`config.mk`:
```
export PLATFORM = sky130hd
export DESIGN_NAME = clk_route_matrix
export DESIGN_NICKNAME = d
export VERILOG_FILES = /design/src/rtl/cmx_pkg.sv /design/src/rtl/cmx_regbank.sv /design/src/rtl/cmx_postscaler.sv /design/src/rtl/cmx_outstage.sv /design/src/rtl/clk_route_matrix.sv
export SDC_FILE = /design/constraint.sdc
export NUM_CORES = 1
export LEC_CHECK = 0
export BUFFER_PORTS_ARGS = -buffer_cell sky130_fd_sc_hd__buf_2
export CAP_MARGIN = 5
export CORE_MARGIN = 1
export CORE_UTILIZATION = 45
export CTS_CLUSTER_DIAMETER = 50
export DETAILED_ROUTE_END_ITERATION = 8
export PLACE_DENSITY = 0.64
export SLEW_MARGIN = 30
export SYNTH_ARGS = -nofsm -noshare
export SYNTH_HDL_FRONTEND = slang
export SYNTH_HIERARCHICAL = 1
export SYNTH_SLANG_ARGS = --single-unit
```
`constraint.sdc`:
```
create_clock -name clk -period 3.9 [get_ports clk]
set_clock_uncertainty 0.2 [all_clocks]
set_input_delay 0.585 -clock clk [delete_from_list [all_inputs] [get_ports clk]]
set_output_delay 0.585 -clock clk [all_outputs]
set_load 0.02 [all_outputs]
```
`src/rtl/cmx_pkg.sv`:
```
package cmx_pkg;

    localparam int NSRC  = 6;
    localparam int NOUT  = 6;
    localparam int DIVW  = 7;
    localparam int SELW  = 3;
    localparam int ACTW  = 3;
    localparam int NCTL  = 2;
    localparam int NCODE = 1 << NCTL;

    typedef struct packed {
        logic            en;
        logic            inv;
        logic [SELW-1:0] sel;
        logic [DIVW-1:0] div;
    } route_cfg_t;

    localparam int CFGW = $bits(route_cfg_t);

    typedef enum logic [ACTW-1:0] {
        ACT_RUN    = 3'd0,
        ACT_LOW    = 3'd1,
        ACT_HIZ    = 3'd2,
        ACT_PDOWN  = 3'd3,
        ACT_BYPASS = 3'd4
    } act_e;

    function automatic act_e decode_act(input logic [ACTW-1:0] code);
        case (code)
            3'd1:    return ACT_LOW;
            3'd2:    return ACT_HIZ;
            3'd3:    return ACT_PDOWN;
            3'd4:    return ACT_BYPASS;
            default: return ACT_RUN;
        endcase
    endfunction

    function automatic logic out_level(input route_cfg_t c, input logic ph);
        if (c.en && (c.div != '0))
            return ph ^ c.inv;
        return 1'b0;
    endfunction

endpackage

```
`src/rtl/cmx_regbank.sv`:
```
module cmx_regbank
    import cmx_pkg::*;
#(
    parameter int N_OUT = NOUT,
    parameter int ADDRW = 4,
    parameter int DATAW = 8
) (
    input  logic                        clk,
    input  logic                        rst,
    input  logic                        wr_en,
    input  logic [ADDRW-1:0]            wr_addr,
    input  logic [DATAW-1:0]            wr_data,
    output route_cfg_t [N_OUT-1:0]      stage_cfg,
    output logic [NCODE-1:0][ACTW-1:0]  act_tbl
);

    localparam int TBL_BASE  = 2 * N_OUT;
    localparam int FLD_PITCH = 4;
    localparam int PER_BYTE  = DATAW / FLD_PITCH;

    always_ff @(posedge clk) begin
        if (rst) begin
            stage_cfg <= '0;
            act_tbl   <= '0;
        end else if (wr_en) begin
            for (int i = 0; i < N_OUT; i++) begin
                if (wr_addr == ADDRW'(2 * i))
                    stage_cfg[i].div <= wr_data[DIVW-1:0];
                if (wr_addr == ADDRW'(2 * i + 1))
                    {stage_cfg[i].en, stage_cfg[i].inv, stage_cfg[i].sel} <= wr_data[SELW+1:0];
            end
            for (int j = 0; j < NCODE; j++) begin
                if (wr_addr == ADDRW'(TBL_BASE + j / PER_BYTE))
                    act_tbl[j] <= wr_data[(j % PER_BYTE) * FLD_PITCH +: ACTW];
            end
        end
    end

endmodule

```
`src/rtl/cmx_postscaler.sv`:
```
module cmx_postscaler
    import cmx_pkg::*;
#(
    parameter int N_SRC = NSRC
) (
    input  logic             clk,
    input  logic             rst,
    input  route_cfg_t       stage_cfg,
    input  logic [N_SRC-1:0] src_lvl,
    input  logic [N_SRC-1:0] src_prev,
    input  logic             ref_evt,
    input  logic             bypass,
    input  logic             hold,
    output route_cfg_t       live_cfg,
    output logic             phase
);

    logic [DIVW-1:0] cnt;
    logic            sel_lvl;
    logic            sel_prev;
    logic            evt;
    logic            pending;

    always_comb begin
        sel_lvl  = 1'b0;
        sel_prev = 1'b0;
        for (int k = 0; k < N_SRC; k++) begin
            if (live_cfg.sel == SELW'(k)) begin
                sel_lvl  = src_lvl[k];
                sel_prev = src_prev[k];
            end
        end
    end

    assign evt     = bypass ? ref_evt : (sel_lvl ^ sel_prev);
    assign pending = (stage_cfg != live_cfg);

    always_ff @(posedge clk) begin
        if (rst) begin
            live_cfg <= '0;
            cnt      <= '0;
            phase    <= 1'b0;
        end else if (hold) begin
            cnt   <= '0;
            phase <= 1'b0;
            if (!phase)
                live_cfg <= stage_cfg;
        end else if (!phase && pending) begin
            live_cfg <= stage_cfg;
            cnt      <= '0;
        end else if (live_cfg.div == '0) begin
            cnt   <= '0;
            phase <= 1'b0;
        end else if (evt) begin
            if (cnt == live_cfg.div - 1'b1) begin
                cnt   <= '0;
                phase <= ~phase;
            end else begin
                cnt <= cnt + 1'b1;
            end
        end
    end

endmodule

```
`src/rtl/cmx_outstage.sv`:
```
module cmx_outstage
    import cmx_pkg::*;
(
    input  logic       clk,
    input  logic       rst,
    input  route_cfg_t live_cfg,
    input  logic       phase,
    input  act_e       act,
    output logic       clk_q,
    output logic       oe_q
);

    logic lvl;

    assign lvl = out_level(live_cfg, phase);

    always_ff @(posedge clk) begin
        if (rst) begin
            clk_q <= 1'b0;
            oe_q  <= 1'b1;
        end else begin
            case (act)
                ACT_LOW: begin
                    clk_q <= 1'b0;
                    oe_q  <= 1'b1;
                end
                ACT_HIZ: begin
                    clk_q <= lvl;
                    oe_q  <= 1'b0;
                end
                ACT_PDOWN: begin
                    clk_q <= 1'b0;
                    oe_q  <= 1'b0;
                end
                default: begin
                    clk_q <= lvl;
                    oe_q  <= 1'b1;
                end
            endcase
        end
    end

endmodule

```
`src/rtl/clk_route_matrix.sv`:
```
module clk_route_matrix
    import cmx_pkg::*;
#(
    parameter int N_OUT = NOUT,
    parameter int N_SRC = NSRC,
    parameter int ADDRW = 4,
    parameter int DATAW = 8
) (
    input  logic             clk,
    input  logic             rst,
    input  logic             wr_en,
    input  logic [ADDRW-1:0] wr_addr,
    input  logic [DATAW-1:0] wr_data,
    input  logic [NCTL-1:0]  ctl_pins,
    input  logic             ref_lvl,
    input  logic [N_SRC-1:0] src_lvl,
    output logic [N_OUT-1:0] out_clk,
    output logic [N_OUT-1:0] out_oe
);

    route_cfg_t [N_OUT-1:0]      stage_cfg;
    route_cfg_t [N_OUT-1:0]      live_cfg;
    logic [NCODE-1:0][ACTW-1:0]  act_tbl;
    logic [N_OUT-1:0]            phase_vec;
    logic [N_OUT*CFGW-1:0]       live_flat;
    logic [N_SRC-1:0]            src_prev;
    logic                        ref_prev;
    logic                        ref_evt;
    act_e                        act;
    logic                        bypass;
    logic                        hold;

    cmx_regbank #(
        .N_OUT (N_OUT),
        .ADDRW (ADDRW),
        .DATAW (DATAW)
    ) u_regs (
        .clk       (clk),
        .rst       (rst),
        .wr_en     (wr_en),
        .wr_addr   (wr_addr),
        .wr_data   (wr_data),
        .stage_cfg (stage_cfg),
        .act_tbl   (act_tbl)
    );

    always_ff @(posedge clk) begin
        if (rst) begin
            src_prev <= '0;
            ref_prev <= 1'b0;
        end else begin
            src_prev <= src_lvl;
            ref_prev <= ref_lvl;
        end
    end

    assign ref_evt = ref_lvl ^ ref_prev;
    assign act     = decode_act(act_tbl[ctl_pins]);
    assign bypass  = (act == ACT_BYPASS);
    assign hold    = (act == ACT_PDOWN);
    assign live_flat = live_cfg;

    for (genvar g = 0; g < N_OUT; g++) begin : g_out
        cmx_postscaler #(
            .N_SRC (N_SRC)
        ) u_ps (
            .clk       (clk),
            .rst       (rst),
            .stage_cfg (stage_cfg[g]),
            .src_lvl   (src_lvl),
            .src_prev  (src_prev),
            .ref_evt   (ref_evt),
            .bypass    (bypass),
            .hold      (hold),
            .live_cfg  (live_cfg[g]),
            .phase     (phase_vec[g])
        );

        cmx_outstage u_os (
            .clk      (clk),
            .rst      (rst),
            .live_cfg (live_cfg[g]),
            .phase    (phase_vec[g]),
            .act      (act),
            .clk_q    (out_clk[g]),
            .oe_q     (out_oe[g])
        );
    end

endmodule

```
After elaboration in Yosys (flattened, before gate mapping)
Cells that the tools add are included.

$add $sub $neg: 12. $lt $le $gt $ge: 1. Equality and inequality tests: 69. Multiplexer cells: 136. Bitwise operators: 31. Reductions and logical operators: 95.

Operators by type and width (number): 12-bit two-way mux (18); 1-bit two-way mux (109); 12-bit inequality test (6); 3-bit by 2-bit == test with 1-bit output (second input constant) (16); 4-bit OR reduction (12); 7-bit by 1-bit adder with 7-bit output (second input constant) (6); 3-bit == test (second input constant) (14); 7-bit == test (6); 7-bit logical NOT (6); 7-bit two-way mux (6); 7-bit nonzero test (6); 7-bit by 1-bit subtractor with 7-bit output (second input constant) (6); 2-bit AND reduction (20); 2-bit nonzero test (18); 3-bit by 1-bit == test with 1-bit output (second input constant) (8); 4-bit == test (second input constant) (6); 3-bit logical NOT (6); 1-bit inverter (18); 3-bit AND reduction (6); 4-bit by 3-bit == test with 1-bit output (second input constant) (4); 1-bit bitwise XOR (13); 1-bit logical AND (12); 2-bit inequality test (second input constant) (6); 3-bit case mux with 4 select lines (1); 8 further kinds (15).

Register bits: 218. Input bits: 24. Output and inout port bits: 12. Word-level logic and storage cells: 417.

Logic depth before layout (Yosys ltp)
Depth after elaboration: 11. Depth in mapped cells: 9. Gate-level depth less buffers: 8.

Cells and area by module
Netlist, hierarchy kept.

Modules (own cells, without submodules): cmx_postscaler (g_out[3].u_ps ...) (instances 3, cells each 160, area an instance 1362.6 µm², seq. area each 400.4 µm²); cmx_postscaler (g_out[0].u_ps ...) (instances 3, cells each 143, area an instance 1300.0 µm², seq. area each 400.4 µm²); cmx_regbank (instances 1, cells each 304, area an instance 3357.0 µm², seq. area each 1681.6 µm²); cmx_outstage (instances 6, cells each 9, area an instance 92.6 µm², seq. area each 40.0 µm²); clk_route_matrix (instances 1, cells each 23, area an instance 296.5 µm², seq. area each 140.1 µm²).

Least setup slack after synthesis
Ideal clock, no wire load.

Kind: in2reg. From: input ctl_pins[0]. To: register g_out[3].u_ps.cnt[1]. Setup time: 0.124 ns. Arrival time: 3.298 ns. Required time: 3.576 ns. Setup slack: 0.278 ns. Cell stages on the path: 9. Buffers on the path: 1. Path through: mux4_2 > nor3b_1 > nor2b_1 > nor3_2 > o21ai_1 > and3_1 > buf_6 > mux2i_1 > nor2_1.

Cells in the longest elaborated chain, start to end: 6. Elaborated cells on any way between the ends: 11. Those cells by class: 6 x eq/ne; 4 x mux; 1 x reduce/logical.

Ends and longest elaborated chain: start: declaration (RTL line clk_route_matrix.sv:14) `input logic [NCTL-1:0] ctl_pins,`; 3-bit binary-select mux with 2-bit select (*) (RTL line clk_route_matrix.sv:58) `assign act = decode_act(act_tbl[ctl_pins]);`; 3-bit two-way mux (implied by the code) (*) (RTL line clk_route_matrix.sv:58); 3-bit == test (tied with other cells) (RTL line cmx_pkg.sv:29) `case (code)`; 3-bit case mux with 4 select lines (*) (RTL line cmx_pkg.sv:29); 3-bit == test (*) (RTL line clk_route_matrix.sv:59) `assign bypass = (act == ACT_BYPASS);`; net bypass (RTL line clk_route_matrix.sv:30) `logic bypass;`; 1-bit two-way mux (*) (RTL line cmx_postscaler.sv:35) `assign evt = bypass ? ref_evt : (sel_lvl ^ sel_prev);`; end signal: assignment (RTL line cmx_postscaler.sv:59) `cnt <= cnt + 1'b1;`; end: declaration (RTL line cmx_postscaler.sv:18) `logic [DIVW-1:0] cnt;`.

The timed path passes the listed nets; every way through them passes the cells marked *. The select of a mux whose other input is x is not followed. A chain may end at the register's enable or synchronous reset.

Worst setup path after layout
From: register g_out[0].u_ps/live_cfg[8] (netlist name). To: register g_out[0].u_ps.cnt[1].

Cells in the longest elaborated chain, start to end: 9. Elaborated cells on any way between the ends: 23. Those cells by class: 6 x eq/ne; 13 x mux; 1 x bitwise; 3 x reduce/logical.

Ends and longest elaborated chain: 3-bit logical NOT (RTL line cmx_postscaler.sv:28) `if (live_cfg.sel == SELW'(k)) begin`; 1-bit two-way mux (6 in a row) (RTL line cmx_postscaler.sv:28); 1-bit bitwise XOR (RTL line cmx_postscaler.sv:35); 1-bit two-way mux (RTL line cmx_postscaler.sv:35); end signal: assignment (RTL line cmx_postscaler.sv:59); end: declaration (RTL line cmx_postscaler.sv:18).

Several ways; a longest one is shown, not always the timed one.

==> run_results.csv <==
group,metric,value,unit
cts,postCtsSetupBuffers,0,
sta,max_freq,319,MHz
run_status,status,"complete, but fails checks",
setup_path,critical_path_class,"flop to flop",
synth,synth_compound_area_frac,0.0717,
global_route,grt_start_max_net_pins,74,
synth,synth_fa_ha_area_frac,0.0185,
sta,timing.final.crit_share,0.804,
sta,layout_min_cycle_time,3140,ps
setup_path,arrival,3330,ps
setup_path,ff2ff_setup_slack,760,ps
synth,synth-edff-count,0,
hold_path,hold_class,"input pin to flop",
floorplanning,io_pins,36,
sta,fin_hold_ws,95.1,ps
route,routed_wl,28100,um
synth,synth_ff_type,"dfxtp_1",
floorplanning,rows,59,
synth,synth-simple-area-share,0.220,
synth,yosysUniqueCellTypes,58,
floorplanning,die_x,167,um
floorplanning,die_h,167,um
global_route,grt_remaining_overflow,0,
place,port_buffers,34,
global_route,grt_pass1_vias,8763,
setup_path,critical_path.endpoint_type,"flop",
sta,tightestPinTransition,937,ps
cts,cts-hold-fix-buffers,0,
synth,synthMuxAreaShare,0.169,
pwr,irDropWorstVdd,315,uV
cts,root_buffer,"clkbuf_16",
synth,syn_area,12200,sq um
synth,syn_inst,1290,
synth,ys_seq_area_frac,0.366,
global_route,track_usage,0.202,
global_route,grt_pass1_wl,46200,um
route,drc,4,
synth,ys_ff_latch,223,
pwr,power.density,388,nW/um^2
layout,syn_to_final_growth,10.2,%
cts,cts_tree,"done",
sta,report.final.slew_viol_count,0,
setup_path,cp_max_fo,11,
global_route,antenna_found_initial,0,
synth,synthesis.nets,1332,
synth,synthArstFlopShare,0,
sta,final.setup.tns,0,ps
cts,clk_pin_slew,60,ps
route,wire_per_inst,17.0,um
layout,n_antenna_cell,0,
synth,avgSynthCellArea,9.45,sq um
place,dpl.hpwl,19300,um
cts,clock-sinks,223,
floorplanning,fp.coreArea,26400,sq um
cts,cts-resized-gates,0,
place,gp_congestion,0.799,
sta,relSlewSlack,0.375,
synth,synth_top_family_by_area,"simple AND/OR/NAND/NOR gates",
route,drt_iter0_drc,554,
setup_path,cp.required,4090,ps
route,dr.pass1.iters,7,
sta,rsz0062_at_grt,"no",
pwr,leakagePower,0.00518,uW
sta,setup-violations-final,0,
cts,htree_levels,1,
route,ant_nets,0,
route,routed-via-count,9085,
layout,drive_gt1_frac,0.114,
route,via_per_inst,5.49,
layout,fin_nets,1344,
cts,cts_buffer_depth,3,
synth,synth-xor-area-share,0.117,
cts,worstSkewPairLatency,550,ps
cts,cts_buffers,28,
floorplanning,initial_core_util,0.463,
synth,ys_warn_count,6,
floorplanning,die_area,27800,sq um
sta,final_hold_viol_count,0,
setup_path,startpoint_type,"flop",
run_status,violations,"DRC",
job,cap_violations,0,
power by group:
part,internal (uW),total (uW),switching [uW]
Clock,1450,2470,1020
Sequential,2300,2320,25.9
Combinational,178,422,244
Yosys cell counts, types with 5 or more instances:
cell | instances | area, sq um
nor4_1 | 12 | 75.1
nand4_1 | 33 | 206
o21ba_2 | 6 | 60.1
o31ai_1 | 6 | 45.0
xnor2_1 | 114 | 998
nor2b_1 | 17 | 106
or4_1 | 6 | 45.0
o21ai_1 | 6 | 30.0
xor2_1 | 49 | 429
nand2_2 | 5 | 31.3
nor3_1 | 33 | 165
o211ai_1 | 6 | 45.0
and3b_1 | 6 | 52.6
or3_1 | 24 | 150
nor2_1 | 117 | 439
o21ai_0 | 27 | 135
or3b_1 | 6 | 52.6
mux2i_1 | 174 | 1740
ha_1 | 18 | 225
mux4_2 | 9 | 203
nor3b_1 | 8 | 60.1
buf_2 | 19 | 95.1
nand3_1 | 27 | 135
nand2b_1 | 118 | 738
clkbuf_1 | 37 | 139
dfxtp_1 | 223 | 4460
buf_6 | 13 | 146
a21oi_1 | 33 | 165
and3_1 | 6 | 37.5
nand2_1 | 22 | 82.6
nand4b_1 | 6 | 52.6
inv_1 | 21 | 78.8
a21oi_2 | 9 | 78.8
nor4b_1 | 9 | 78.8
sequential cells by signal, indices dropped and copies added, names as in the netlist:
register and count:
ref_prev 1, g_out.u_os/clk_q 6, u_regs/stage_cfg 72, g_out.u_ps/cnt 42, src_prev 6, g_out.u_ps/live_cfg 72, u_regs/act_tbl 12, g_out.u_ps/phase 6
g_out.u_os/oe_q 6
logic make-up after synthesis:
family,Yosys count
simple gates,473
flops,223
mux,192
xor+xnor,163
compound gates,129
buf+inv,92
fa+ha+maj,18
placed cells by master, fill, tap and decap left out, types with 20 or more instances in the layout:
| cell | count |
|---|---|
| dfxtp_1 | 223 |
| mux2i_1 | 174 |
| nand4_1 | 33 |
| a21oi_1 | 33 |
| nand2b_1 | 118 |
| xor2_1 | 49 |
| o21ai_0 | 27 |
| nor3_1 | 33 |
| inv_1 | 21 |
| nand2_1 | 22 |
| buf_2 | 33 |
| nand3_1 | 27 |
| clkbuf_16 | 28 |
| buf_4 | 20 |
| nor2_1 | 117 |
| xnor2_1 | 114 |
| or3_1 | 24 |
worst max-delay path, stage by stage (launching register included):
cell      delay, ps
dfxtp_1         540
mux2_4          340
a222oi_1        390
xor2_1          430
o21ai_1         350
o21bai_1        620
nor2_1          130
layout make-up:
| class | count | area, sq um |
|---|---|---|
| Clock inverter | 14 | 138 |
| Fill cell | 2418 | 12900 |
| Clock buffer | 34 | 753 |
| Timing Repair Buffer | 53 | 315 |
| Inverter | 21 | 78.8 |
| Sequential cell | 223 | 4460 |
| Tap cell | 335 | 419 |
| Multi-Input combinational cell | 975 | 7270 |
routing by layer:
| metal | vias up | GRT usage | share of wire |
|---|---|---|---|
| met1 | 4379 | 0.274 | 0.48 |
| met5 | - | 0 | 0 |
| met4 | 0 | 0.0435 | 0.017 |
| met2 | 121 | 0.344 | 0.47 |
| met3 | 35 | 0.0238 | 0.028 |
| li1 | 4550 | - | - |
per-stage QoR:
stage | power (uW) | utilization | setup slack (ps) | std cells | area, sq um
6_report | 5220 | 0.510 | 764 | 1655 | 13400
2_1_floorplan | 2680 | - | 278 | 1290 | 12200
3_3_place_gp | 2790 | 0.476 | 635 | 1607 | 12500
5_1_grt | 5410 | 0.510 | 554 | 1655 | 13400
4_1_cts | 5280 | 0.510 | 792 | 1655 | 13400
3_5_place_dp | 2790 | 0.476 | 576 | 1607 | 12500
final timing paths:
check | start | end | depth (start not counted)
setup / recovery | g_out[0].u_ps/live_cfg[8]$_SDFFE_PP0P_ | g_out[0].u_ps/cnt[1]$_SDFFE_PP0P_ | 6
hold / removal | ref_lvl | ref_prev$_SDFF_PP0_ | 2
setup reg to reg | g_out[0].u_ps/live_cfg[8]$_SDFFE_PP0P_ | g_out[0].u_ps/cnt[1]$_SDFFE_PP0P_ | 6
hold reg to reg | u_regs/act_tbl[8]$_SDFFE_PP0P_ | u_regs/act_tbl[8]$_SDFFE_PP0P_ | 2
No activity file was read; power rests on OpenSTA's default activity.
